### config.mk
export PLATFORM = sky130hd
export DESIGN_NAME = pd_lock_top
export DESIGN_NICKNAME = d
export VERILOG_FILES = /design/src/rtl/pd_pkg.sv /design/src/rtl/pd_edge_det.sv /design/src/rtl/pd_compare.sv /design/src/rtl/pd_lock_mon.sv /design/src/rtl/pd_lock_top.sv
export SDC_FILE = /design/constraint.sdc
export NUM_CORES = 1
export LEC_CHECK = 0
export CORE_AREA = 2 2 46 44
export CTS_CLUSTER_SIZE = 40
export DETAILED_ROUTE_END_ITERATION = 10
export DIE_AREA = 0 0 48 46
export PLACE_DENSITY = 0.73
export SLEW_MARGIN = 15
export SYNTH_ARGS = -nofsm -noshare
export SYNTH_HDL_FRONTEND = slang
export SYNTH_SLANG_ARGS = --single-unit
### constraint.sdc
create_clock -name clk -period 1.51 [get_ports clk]
set_clock_uncertainty 0.2 [all_clocks]
set_input_delay 0.3775 -clock clk [delete_from_list [all_inputs] [get_ports clk]]
set_output_delay 0.3775 -clock clk [all_outputs]
set_load 0.01 [all_outputs]
### src/rtl/pd_pkg.sv
package pd_pkg;

  // Comparison state: waiting for an edge, sourcing, or sinking.
  typedef enum logic [1:0] {
    PD_IDLE = 2'd0,
    PD_SRC  = 2'd1,
    PD_SNK  = 2'd2
  } pd_state_e;

  localparam int unsigned PD_NUM_INPUTS = 2;
  localparam int unsigned PD_IDX_REF    = 0;
  localparam int unsigned PD_IDX_MAIN   = 1;

endpackage

### src/rtl/pd_edge_det.sv
module pd_edge_det (
  input  logic clk,
  input  logic rst_n,
  input  logic sig_i,
  output logic rise_o
);

  logic prev_q;
  logic prev_d;

  always_comb begin
    prev_d = sig_i;
  end

  always_ff @(posedge clk or negedge rst_n) begin
    if (!rst_n) begin
      prev_q <= 1'b0;
    end else begin
      prev_q <= prev_d;
    end
  end

  assign rise_o = sig_i & ~prev_q;

endmodule

### src/rtl/pd_compare.sv
module pd_compare
  import pd_pkg::*;
(
  input  logic clk,
  input  logic rst_n,
  input  logic active_i,
  input  logic ref_rise_i,
  input  logic main_rise_i,
  output logic up_o,
  output logic dn_o,
  output logic busy_o,
  output logic done_o
);

  pd_state_e state_q;
  pd_state_e state_d;
  logic      done_d;

  // Next-state logic. New comparisons start only while powered; a running
  // pulse always runs to its closing edge, whatever the power inputs do.
  always_comb begin
    state_d = state_q;
    done_d  = 1'b0;
    unique case (state_q)
      PD_IDLE: begin
        if (active_i) begin
          if (ref_rise_i && main_rise_i) begin
            done_d = 1'b1;
          end else if (ref_rise_i) begin
            state_d = PD_SRC;
          end else if (main_rise_i) begin
            state_d = PD_SNK;
          end
        end
      end
      PD_SRC: begin
        if (main_rise_i) begin
          state_d = PD_IDLE;
          done_d  = 1'b1;
        end
      end
      PD_SNK: begin
        if (ref_rise_i) begin
          state_d = PD_IDLE;
          done_d  = 1'b1;
        end
      end
      default: begin
        state_d = PD_IDLE;
      end
    endcase
  end

  always_ff @(posedge clk or negedge rst_n) begin
    if (!rst_n) begin
      state_q <= PD_IDLE;
    end else begin
      state_q <= state_d;
    end
  end

  assign up_o   = (state_q == PD_SRC);
  assign dn_o   = (state_q == PD_SNK);
  assign busy_o = (state_q != PD_IDLE);
  assign done_o = done_d;

endmodule

### src/rtl/pd_lock_mon.sv
module pd_lock_mon #(
  parameter int unsigned CNT_W    = 8,
  parameter int unsigned LOCK_WIN = 2
) (
  input  logic clk,
  input  logic rst_n,
  input  logic busy_i,
  input  logic done_i,
  input  logic lock_en_i,
  output logic lock_o
);

  localparam logic [CNT_W-1:0] CNT_MAX = {CNT_W{1'b1}};

  logic [CNT_W-1:0] cnt_q;
  logic [CNT_W-1:0] cnt_d;
  logic [CNT_W-1:0] cnt_inc;
  logic [CNT_W-1:0] err_w;
  logic             lock_q;
  logic             lock_d;
  logic             lock_ce;

  // Saturating increment so a stuck pulse cannot wrap into a small error.
  always_comb begin
    cnt_inc = (cnt_q == CNT_MAX) ? cnt_q : cnt_q + 1'b1;
  end

  // Width of the comparison that ends this cycle (zero for coincident edges).
  always_comb begin
    err_w = busy_i ? cnt_inc : '0;
  end

  always_comb begin
    cnt_d = (busy_i && !done_i) ? cnt_inc : '0;
  end

  always_comb begin
    lock_ce = done_i;
    lock_d  = (32'(err_w) < LOCK_WIN);
  end

  always_ff @(posedge clk or negedge rst_n) begin
    if (!rst_n) begin
      cnt_q <= '0;
    end else begin
      cnt_q <= cnt_d;
    end
  end

  always_ff @(posedge clk or negedge rst_n) begin
    if (!rst_n) begin
      lock_q <= 1'b0;
    end else if (lock_ce) begin
      lock_q <= lock_d;
    end
  end

  assign lock_o = ~lock_en_i | lock_q;

endmodule

### src/rtl/pd_lock_top.sv
module pd_lock_top
  import pd_pkg::*;
#(
  parameter int unsigned CNT_W    = 8,
  parameter int unsigned LOCK_WIN = 2
) (
  input  logic clk,
  input  logic rst_n,
  input  logic ref_div,
  input  logic main_div,
  input  logic pwr_pin,
  input  logic pwr_cfg,
  input  logic lock_en,
  output logic up,
  output logic dn,
  output logic lock
);

  logic [PD_NUM_INPUTS-1:0] div_in;
  logic [PD_NUM_INPUTS-1:0] div_rise;
  logic                     active;
  logic                     cmp_busy;
  logic                     cmp_done;

  assign div_in[PD_IDX_REF]  = ref_div;
  assign div_in[PD_IDX_MAIN] = main_div;
  assign active              = pwr_pin & pwr_cfg;

  for (genvar gi = 0; gi < PD_NUM_INPUTS; gi++) begin : g_edge
    pd_edge_det u_edge (
      .clk    (clk),
      .rst_n  (rst_n),
      .sig_i  (div_in[gi]),
      .rise_o (div_rise[gi])
    );
  end

  pd_compare u_cmp (
    .clk         (clk),
    .rst_n       (rst_n),
    .active_i    (active),
    .ref_rise_i  (div_rise[PD_IDX_REF]),
    .main_rise_i (div_rise[PD_IDX_MAIN]),
    .up_o        (up),
    .dn_o        (dn),
    .busy_o      (cmp_busy),
    .done_o      (cmp_done)
  );

  pd_lock_mon #(
    .CNT_W    (CNT_W),
    .LOCK_WIN (LOCK_WIN)
  ) u_lock (
    .clk       (clk),
    .rst_n     (rst_n),
    .busy_i    (cmp_busy),
    .done_i    (cmp_done),
    .lock_en_i (lock_en),
    .lock_o    (lock)
  );

endmodule

==> results of run 1 <==
final cells by class:
cell class	instances	area (um^2)
clock buffers	4	26.3
repair buffers	38	315
multi-input cells	58	494
flip-flops and latches	13	328
fillers	158	588
well taps	25	31.3
metrics by stage:
step                instances  hold slack (ns)  instance area (um^2)  setup WS, ns
finish                    138           0.0639                  1190       -0.0587
floorplan                  74           -0.118                   771       -0.0196
detailed placement        129            0.383                  1040        -0.440
CTS                       138            0.154                  1130       -0.0683
global placement          129            0.369                  1040        -0.436
global route              138           0.0765                  1190        -0.118
cell usage after synthesis (all sizes together):
library cell | n | area (um^2)
dfrtp | 13 | 325
a21oi | 8 | 40.0
nand2 | 6 | 22.5
nor3 | 6 | 35.0
nor2 | 4 | 17.5
a31oi | 3 | 18.8
buf | 3 | 27.5
nand4 | 3 | 40.0
nor2b | 3 | 18.8
xnor2 | 3 | 26.3
nand2b | 2 | 12.5
o21a | 2 | 15.0
o21ai | 2 | 10.0
a21boi | 1 | 7.51
a2bb2oi | 1 | 8.76
a31o | 1 | 8.76
a41oi | 1 | 8.76
and2b | 1 | 7.51
and4 | 1 | 11.3
ha | 1 | 12.5
mux2 | 1 | 11.3
mux2i | 1 | 10.0
nand3 | 1 | 10.0
nor3b | 1 | 12.5
nor4 | 1 | 6.26
o22a | 1 | 8.76
o31ai | 1 | 7.51
or2 | 1 | 6.26
xor2 | 1 | 8.76
path summary, 6_finish.rpt:
path | start | to | slack (ns) | cells after the start
max | u_lock.cnt_q[1]$_DFF_PN0_ | u_lock.lock_q$_DFFE_PN0P_ | -0.06 | 6
min | main_div | g_edge[1].u_edge.prev_q$_DFF_PN0_ | 0.06 | 1
max reg2reg | u_lock.cnt_q[1]$_DFF_PN0_ | u_lock.lock_q$_DFFE_PN0P_ | -0.06 | 6
min reg2reg | u_cmp.state_q[1]$_DFFE_PN0P_ | u_cmp.state_q[0]$_DFFE_PN0P_ | 0.39 | 2
max in group asynchronous | rst_n | u_lock.cnt_q[0]$_DFF_PN0_ | 0.74 | 2
min in group asynchronous | rst_n | u_cmp.state_q[1]$_DFFE_PN0P_ | 0.19 | 2
cell families (layout without fill, tap and decap cells):
family	Yosys count	count (layout)	synth area share
simple gates	30	30	0.265
compound gates	21	21	0.177
flops	13	13	0.430
xor+xnor	4	4	0.0464
buf+inv	3	42	0.0364
mux	2	2	0.0281
fa+ha+maj	1	1	0.0166
sequential cells by signal, indices dropped and copies added, names as in the netlist:
| signal | flops |
|---|---|
| u_cmp.state_q | 2 |
| u_lock.lock_q | 1 |
| g_edge.u_edge.prev_q | 2 |
| u_lock.cnt_q | 8 |
worst max-delay path, stage by stage, from the launching register on:
cell	delay (ns)
dfrtp_2	0.45
ha_4	0.19
nand4_1	0.09
nand2_1	0.06
mux2_4	0.26
a2bb2oi_2	0.13
o21ai_1	0.12
power breakdown:
group | internal, uW | switching [uW] | total (uW)
sequential | 362 | 14.2 | 376
clock | 103 | 123 | 225
combinational | 106 | 79.6 | 185
per-layer routing:
layer,share of wire,up-vias,wire [um]
met5,0,-,0
met4,0.019,0,35
met3,0.035,3,64
met2,0.54,13,992
met1,0.40,338,733
li1,-,352,-
timing repair:
action	in CTS	in global routing
setup buffers	5	0
gates resized for setup	21	12
gates cloned	0	0
endpoints found under the setup margin	11	13
pin swaps	5	4
==> results.md, run 1 <==
Setup path:
- The type of origin of the critical path is a register.
- The critical path data required time is 1.53 ns.
- The critical path class is reg -> reg.
- The maximum net fanout on the critical path is 4.
- The type of destination of the critical path is a register.
- For the worst setup path, the data arrival time is 1.59 ns.

Cells and area:
- The area growth from synthesis to layout is 58.1%.
- Leaving out fill and tap cells, the most frequent cell in the layout is buf_4.
- In the final layout, the share of cells above drive strength 1 is 0.513.
- Measured on the finished design, the core utilization comes to 0.670.
- The total number of nets in the final design is 122.
- In the layout the commonest cells are buf_4, dfrtp_1, nand2_1.
- The number of antenna diodes in the final layout is 0.

Floorplan:
- The die is 46 um tall.
- In this run the count of I/O pins placed on the die edge is 10.
- The standard cell core area is 1780 um^2.
- The horizontal die dimension is 48 um.
- The count of standard-cell rows is 15.
- The die area is 2210 um^2.
- For this configuration, the core starts out at a cell density of 0.424.

Global routing:
- The met2 track demand over resource in global routing is 0.349.
- For met1 alone, demand over resource in global routing was 0.213.
- The largest net degree at the start of global routing is 14.
- The global routing usage summed across all routing layers is 0.198.
- The first global-routing pass estimated 2900 um of wire.
- In the global route stage, met3 resource usage came out at 0.0476.
- The leftover overflow at the end of global routing is 0.
- The number of antenna violations at the first check in global routing is 0.
- The peak-usage layer in the global routing report is met2.
- The number of global-route vias before repair is 698.

Synth:
- The Yosys step of the flow raised 0 warnings.
- The share of the Yosys chip area taken by registers is 0.430.
- Counting every net in the synthesized netlist gives 82.
- The average cell area after synthesis is 10.2 um^2.
- The count of cell types in the netlist is 34.
- The combined area of all synthesized cells is 756 um^2.
- The gate count after technology mapping is 74.
- The number of storage elements in the synthesis netlist is 13.

Outcome:
- The flow ran to the end, but the final reports show violations.
- The final reports fail on setup timing.

STA:
- Setup violations remaining at the end of the flow were counted as 9.
- The post-route clock period utilization is 1.04.
- Derived from the worst setup path, the maximum achievable clock frequency is 637 MHz.
- Setup repair after global routing could not meet its margin everywhere.
- The number of pins with negative max-slew slack in the final report is 0.
- For the pin with the worst max-slew slack, the measured transition is 0.334 ns.
- The final setup slack of the worst path is -0.0587 ns.
- After routing, the total negative slack on setup checks comes to -0.211 ns.
- The relative slew slack is 0.776.
- The number of hold violations in the final report came to 0.
- After layout, the minimum clock period comes to 1.57 ns.

Power:
- The worst vdd rail ir drop is 0.478 mV.
- Summing internal, switching and leakage power gives 787 uW.
- In this run the power density over the cells is 659 nW/um^2.
- The static leakage power is 0.000538 uW.

Job:
- The number of max-cap violations is 0.

Clock tree:
- The clock reaches the later pin of the worst-skew pair after 0.29 ns.
- The clock-pin transition on the worst setup and hold timing paths is 0.08 ns.
- The number of buffers added by the clock tree synthesis step is 3.
- The TritonCTS sink count is 13.
- The CTS root buffer is clkbuf_4.
- TritonCTS built the clock tree.
- The clock passes through at most 2 buffers.
- The number of hold buffers added after CTS is 0.
- The number of H-tree levels is 1.

Detailed routing:
- The count of routing violations after the opening detailed-route iteration is 6.
- In the routed design, unresolved DRC markers number 0.
- The detailed router placed 706 vias in this run.
- The average detailed-routed wire length per instance is 13.2 um.
- Once detail routing completed, the nets flagged for antenna violations numbered 0.
- The via count normalized by instance count is 5.12.
- For this run, the detailed router's first-pass iteration total came to 4.
- The routed wire length is 1830 um.

Place:
- The number of buffers inserted by port buffering is 9.
- The detailed placement HPWL is 1260 um.
- Routability-driven placement finished with a final weighted congestion of 0.845.

Min path:
- The type of the worst min-delay path is in -> reg.
Note: power is estimated with default switching activity, not from simulation.
==> run 2: changes to the inputs <==
--- a/config.mk
+++ b/config.mk
@@ -9,8 +9,8 @@
 export CTS_CLUSTER_SIZE = 40
 export DETAILED_ROUTE_END_ITERATION = 10
 export DIE_AREA = 0 0 48 46
+export MAX_ROUTING_LAYER = met4
 export PLACE_DENSITY = 0.73
-export SLEW_MARGIN = 15
 export SYNTH_ARGS = -nofsm -noshare
 export SYNTH_HDL_FRONTEND = slang
 export SYNTH_SLANG_ARGS = --single-unit
==> results.md, run 2 (synthesis results as in run 1) <==
Detailed routing:
- The number of routed nets with antenna violations is 0 (unchanged).
- The via count normalized by instance count was 5.14 (+0.57%).
- The detailed-router iteration count before antenna repair came to 4 (unchanged).
- The number of DRC violations after detailed routing came to 0 (unchanged).
- The total number of vias is 710 (+0.57%).
- The average detailed-routed wire length per instance came to 13.2 um (+0.11%).
- The routed wire length is 1830 um (+0.11%).
- The count of routing violations after the opening detailed-route iteration is 8 (+2).

Power:
- The combinational share of power was 0.235 (about the same).
- The static leakage power is 0.000538 uW (unchanged).
- The net switching power is 216 uW (about the same).
- The worst vdd rail ir drop is 0.478 mV (about the same).
- The register share of total power is 0.478 (about the same).
- The internal power component is 571 uW (unchanged).
- The power per unit of standard cell area is 659 nW/um^2 (about the same).
- The switching share of power came to 0.275 (about the same).
- The part of the total power dissipated in the clock network came to 0.287 (about the same).

STA:
- The upper clock frequency limit is 637 MHz (about the same).
- The shortest period the worst path allows is 1.57 ns (+0.000277 ns).
- Setup repair after global routing could not meet its margin everywhere.
- The final setup slack of the worst path is -0.0590 ns (-0.000276 ns).
- The number of pins with negative max-slew slack in the final report was 0 (unchanged).
- The post-route clock period utilization is 1.04 (about the same).
- The summed negative setup slack over all endpoints is -0.215 ns (-0.00393 ns).
- The transition time at the pin with the least slew margin came to 0.336 ns (+0.00204 ns).
- The relative slew slack came to 0.775 (-0.00137).
- The number of failing setup endpoints in the final timing report is 9 (unchanged).
- The number of hold violations in the final report is 0 (unchanged).

Clock tree:
- The number of buffers added by the clock tree synthesis step is 3 (unchanged).
- The CTS root buffer is clkbuf_4.
- The TritonCTS sink count is 13 (unchanged).
- The number of H-tree levels was 1 (unchanged).
- TritonCTS built the clock tree.
- The worst-skew pair later-pin latency came to 0.29 ns (about the same).
- The maximum buffer depth of the clock tree is 2 (unchanged).
- The clock-pin transition on the worst setup and hold timing paths is 0.08 ns (about the same).

Cells and area:
- The area of the multi-input gates is 494 um^2 (unchanged).
- Leaving out fill and tap cells, the most frequent cell in the layout is buf_4.
- Counting flops per register, the top entry is u_lock.cnt_q.
- The sequential cell area is 328 um^2 (unchanged).
- In the final layout, the registers with the most flip-flops are u_lock.cnt_q (8), g_edge.u_edge.prev_q (2), u_cmp.state_q (2).
- The total number of nets in the final design was 122 (unchanged).
- The number of inserted diodes was 0 (unchanged).
- The ratio of cells with drive above 1 in the final layout was 0.513 (unchanged).
- The library cells used most frequently in the layout, excluding fill and tap cells, are buf_4, dfrtp_1, nand2_1.
- The filler cell count is 158 (unchanged).
- The flip-flop count of the largest register, all copies and words added is 8 (unchanged).
- The area growth from synthesis to layout is 58.1% (unchanged).
- The final instance area is 1190 um^2 (unchanged).

Place:
- The weighted congestion reported at the end of routability-driven placement was 0.859 (+1.6%).
- The detailed placement HPWL is 1260 um (unchanged).
- The instance area after placement is 1040 um^2 (unchanged).
- The number of buffers inserted by port buffering is 9 (unchanged).

Floorplan:
- The number of I/O pins came to 10 (unchanged).
- The initial standard-cell utilization of the core is 0.424 (unchanged).
- The standard cell core area came to 1780 um^2 (unchanged).
- The count of standard-cell rows is 15 (unchanged).
- The die area was 2210 um^2 (unchanged).
- The vertical die dimension came to 46 um (unchanged).
- The horizontal die dimension came to 48 um (unchanged).

Global routing:
- The wire length of the first global-routing pass is 2900 um (unchanged).
- The global routing usage summed across all routing layers was 0.203 (+0.00569).
- The number of global-route vias before repair is 699 (+0.14%).
- The leftover overflow at the end of global routing is 0 (unchanged).
- The number of antenna violations at the first check in global routing was 0 (unchanged).
- The largest net degree at the start of global routing is 14 (unchanged).

Setup path:
- For this design, the slowest cell found on the critical path is dfrtp_2.
- The critical path class is reg -> reg.
- The type of origin of the critical path is a register.
- The highest cell delay on the worst timing path is 0.45 ns (about the same).
- The critical path data required time is 1.53 ns (about the same).
- The buffers plus inverters on the worst setup path is 0 (unchanged).
- The maximum net fanout on the critical path came to 4 (unchanged).
- The critical path goes through ha_4 -> nand4_1 -> nand2_1 -> mux2_4 -> a2bb2oi_2 -> o21ai_1.
- The cell family contributing the most delay on the critical path is flip-flops.
- STA classifies the critical path endpoint as a register.
- The endpoint arrival time on the critical path is 1.59 ns (about the same).

Job:
- The number of max-cap violations is 0 (unchanged).

Min path:
- In this run the worst hold path is classified as in -> reg.

Outcome:
- The flow ran to the end, but the final reports show violations.
- The final reports fail on setup timing.
[run 2: cell counts in the layout (fill, tap and decap cells not counted)]
Identical to the previous run, type by type.
[run 2: timing repair]
item,CTS,global route
cloned,0,0
gates resized for setup,21,12
hold buffers,0,0
endpoints found under the setup margin,11,13
hold endpoints to repair,0,0
pin swaps,5,4
buffers inserted,5,0
[run 2: layout make-up]
class | count | area share
clock buffer | 4 | 0.0220
timing repair buffer | 38 | 0.264
tap | 25 | 0.0262
sequential | 13 | 0.274
multi-input combinational | 58 | 0.414
[run 2: per-stage QoR]
step,std cells,power (uW),utilization,worst slack (ns),hold slack [ns]
2_1_floorplan,74,461,-,-0.0196,-0.118
3_3_place_gp,129,543,0.586,-0.436,0.369
3_5_place_dp,129,548,0.586,-0.440,0.383
4_1_cts,138,779,0.636,-0.0683,0.154
5_1_grt,138,824,0.670,-0.118,0.0765
6_report,138,787,0.670,-0.0590,0.0639
[run 2: path summary, 6_finish.rpt]
kind,start,to,slack [ns],cells past startpoint
max in group asynchronous,rst_n,u_lock.cnt_q[0]$_DFF_PN0_,0.74,2
max,u_lock.cnt_q[1]$_DFF_PN0_,u_lock.lock_q$_DFFE_PN0P_,-0.06,6
max reg2reg,u_lock.cnt_q[1]$_DFF_PN0_,u_lock.lock_q$_DFFE_PN0P_,-0.06,6
min reg2reg,u_cmp.state_q[1]$_DFFE_PN0P_,u_cmp.state_q[0]$_DFFE_PN0P_,0.39,2
min in group asynchronous,rst_n,u_cmp.state_q[1]$_DFFE_PN0P_,0.19,2
min,main_div,g_edge[1].u_edge.prev_q$_DFF_PN0_,0.06,1
[run 2: per-layer routing]
layer / track usage / part of all wire / up-vias
li1: - / - / 352
met5: - / 0 / -
met1: 0.213 / 0.40 / 342
met3: 0.0476 / 0.032 / 3
met2: 0.349 / 0.55 / 13
met4: 0.0973 / 0.019 / 0
[run 2: worst register-to-register path: stages, from the launching register on]
cell and delay, ns:
dfrtp_2 0.45, ha_4 0.19, nand4_1 0.09, nand2_1 0.06
mux2_4 0.26, a2bb2oi_2 0.13, o21ai_1 0.12
[run 2: power groups by stage]
stage	clock network (uW)	registers (uW)	logic, uW
2_1_floorplan	0	383	77.9
3_3_place_gp	0	382	161
3_5_place_dp	0	382	165
4_1_cts	229	376	174
5_1_grt	244	379	201
6_report	226	376	185
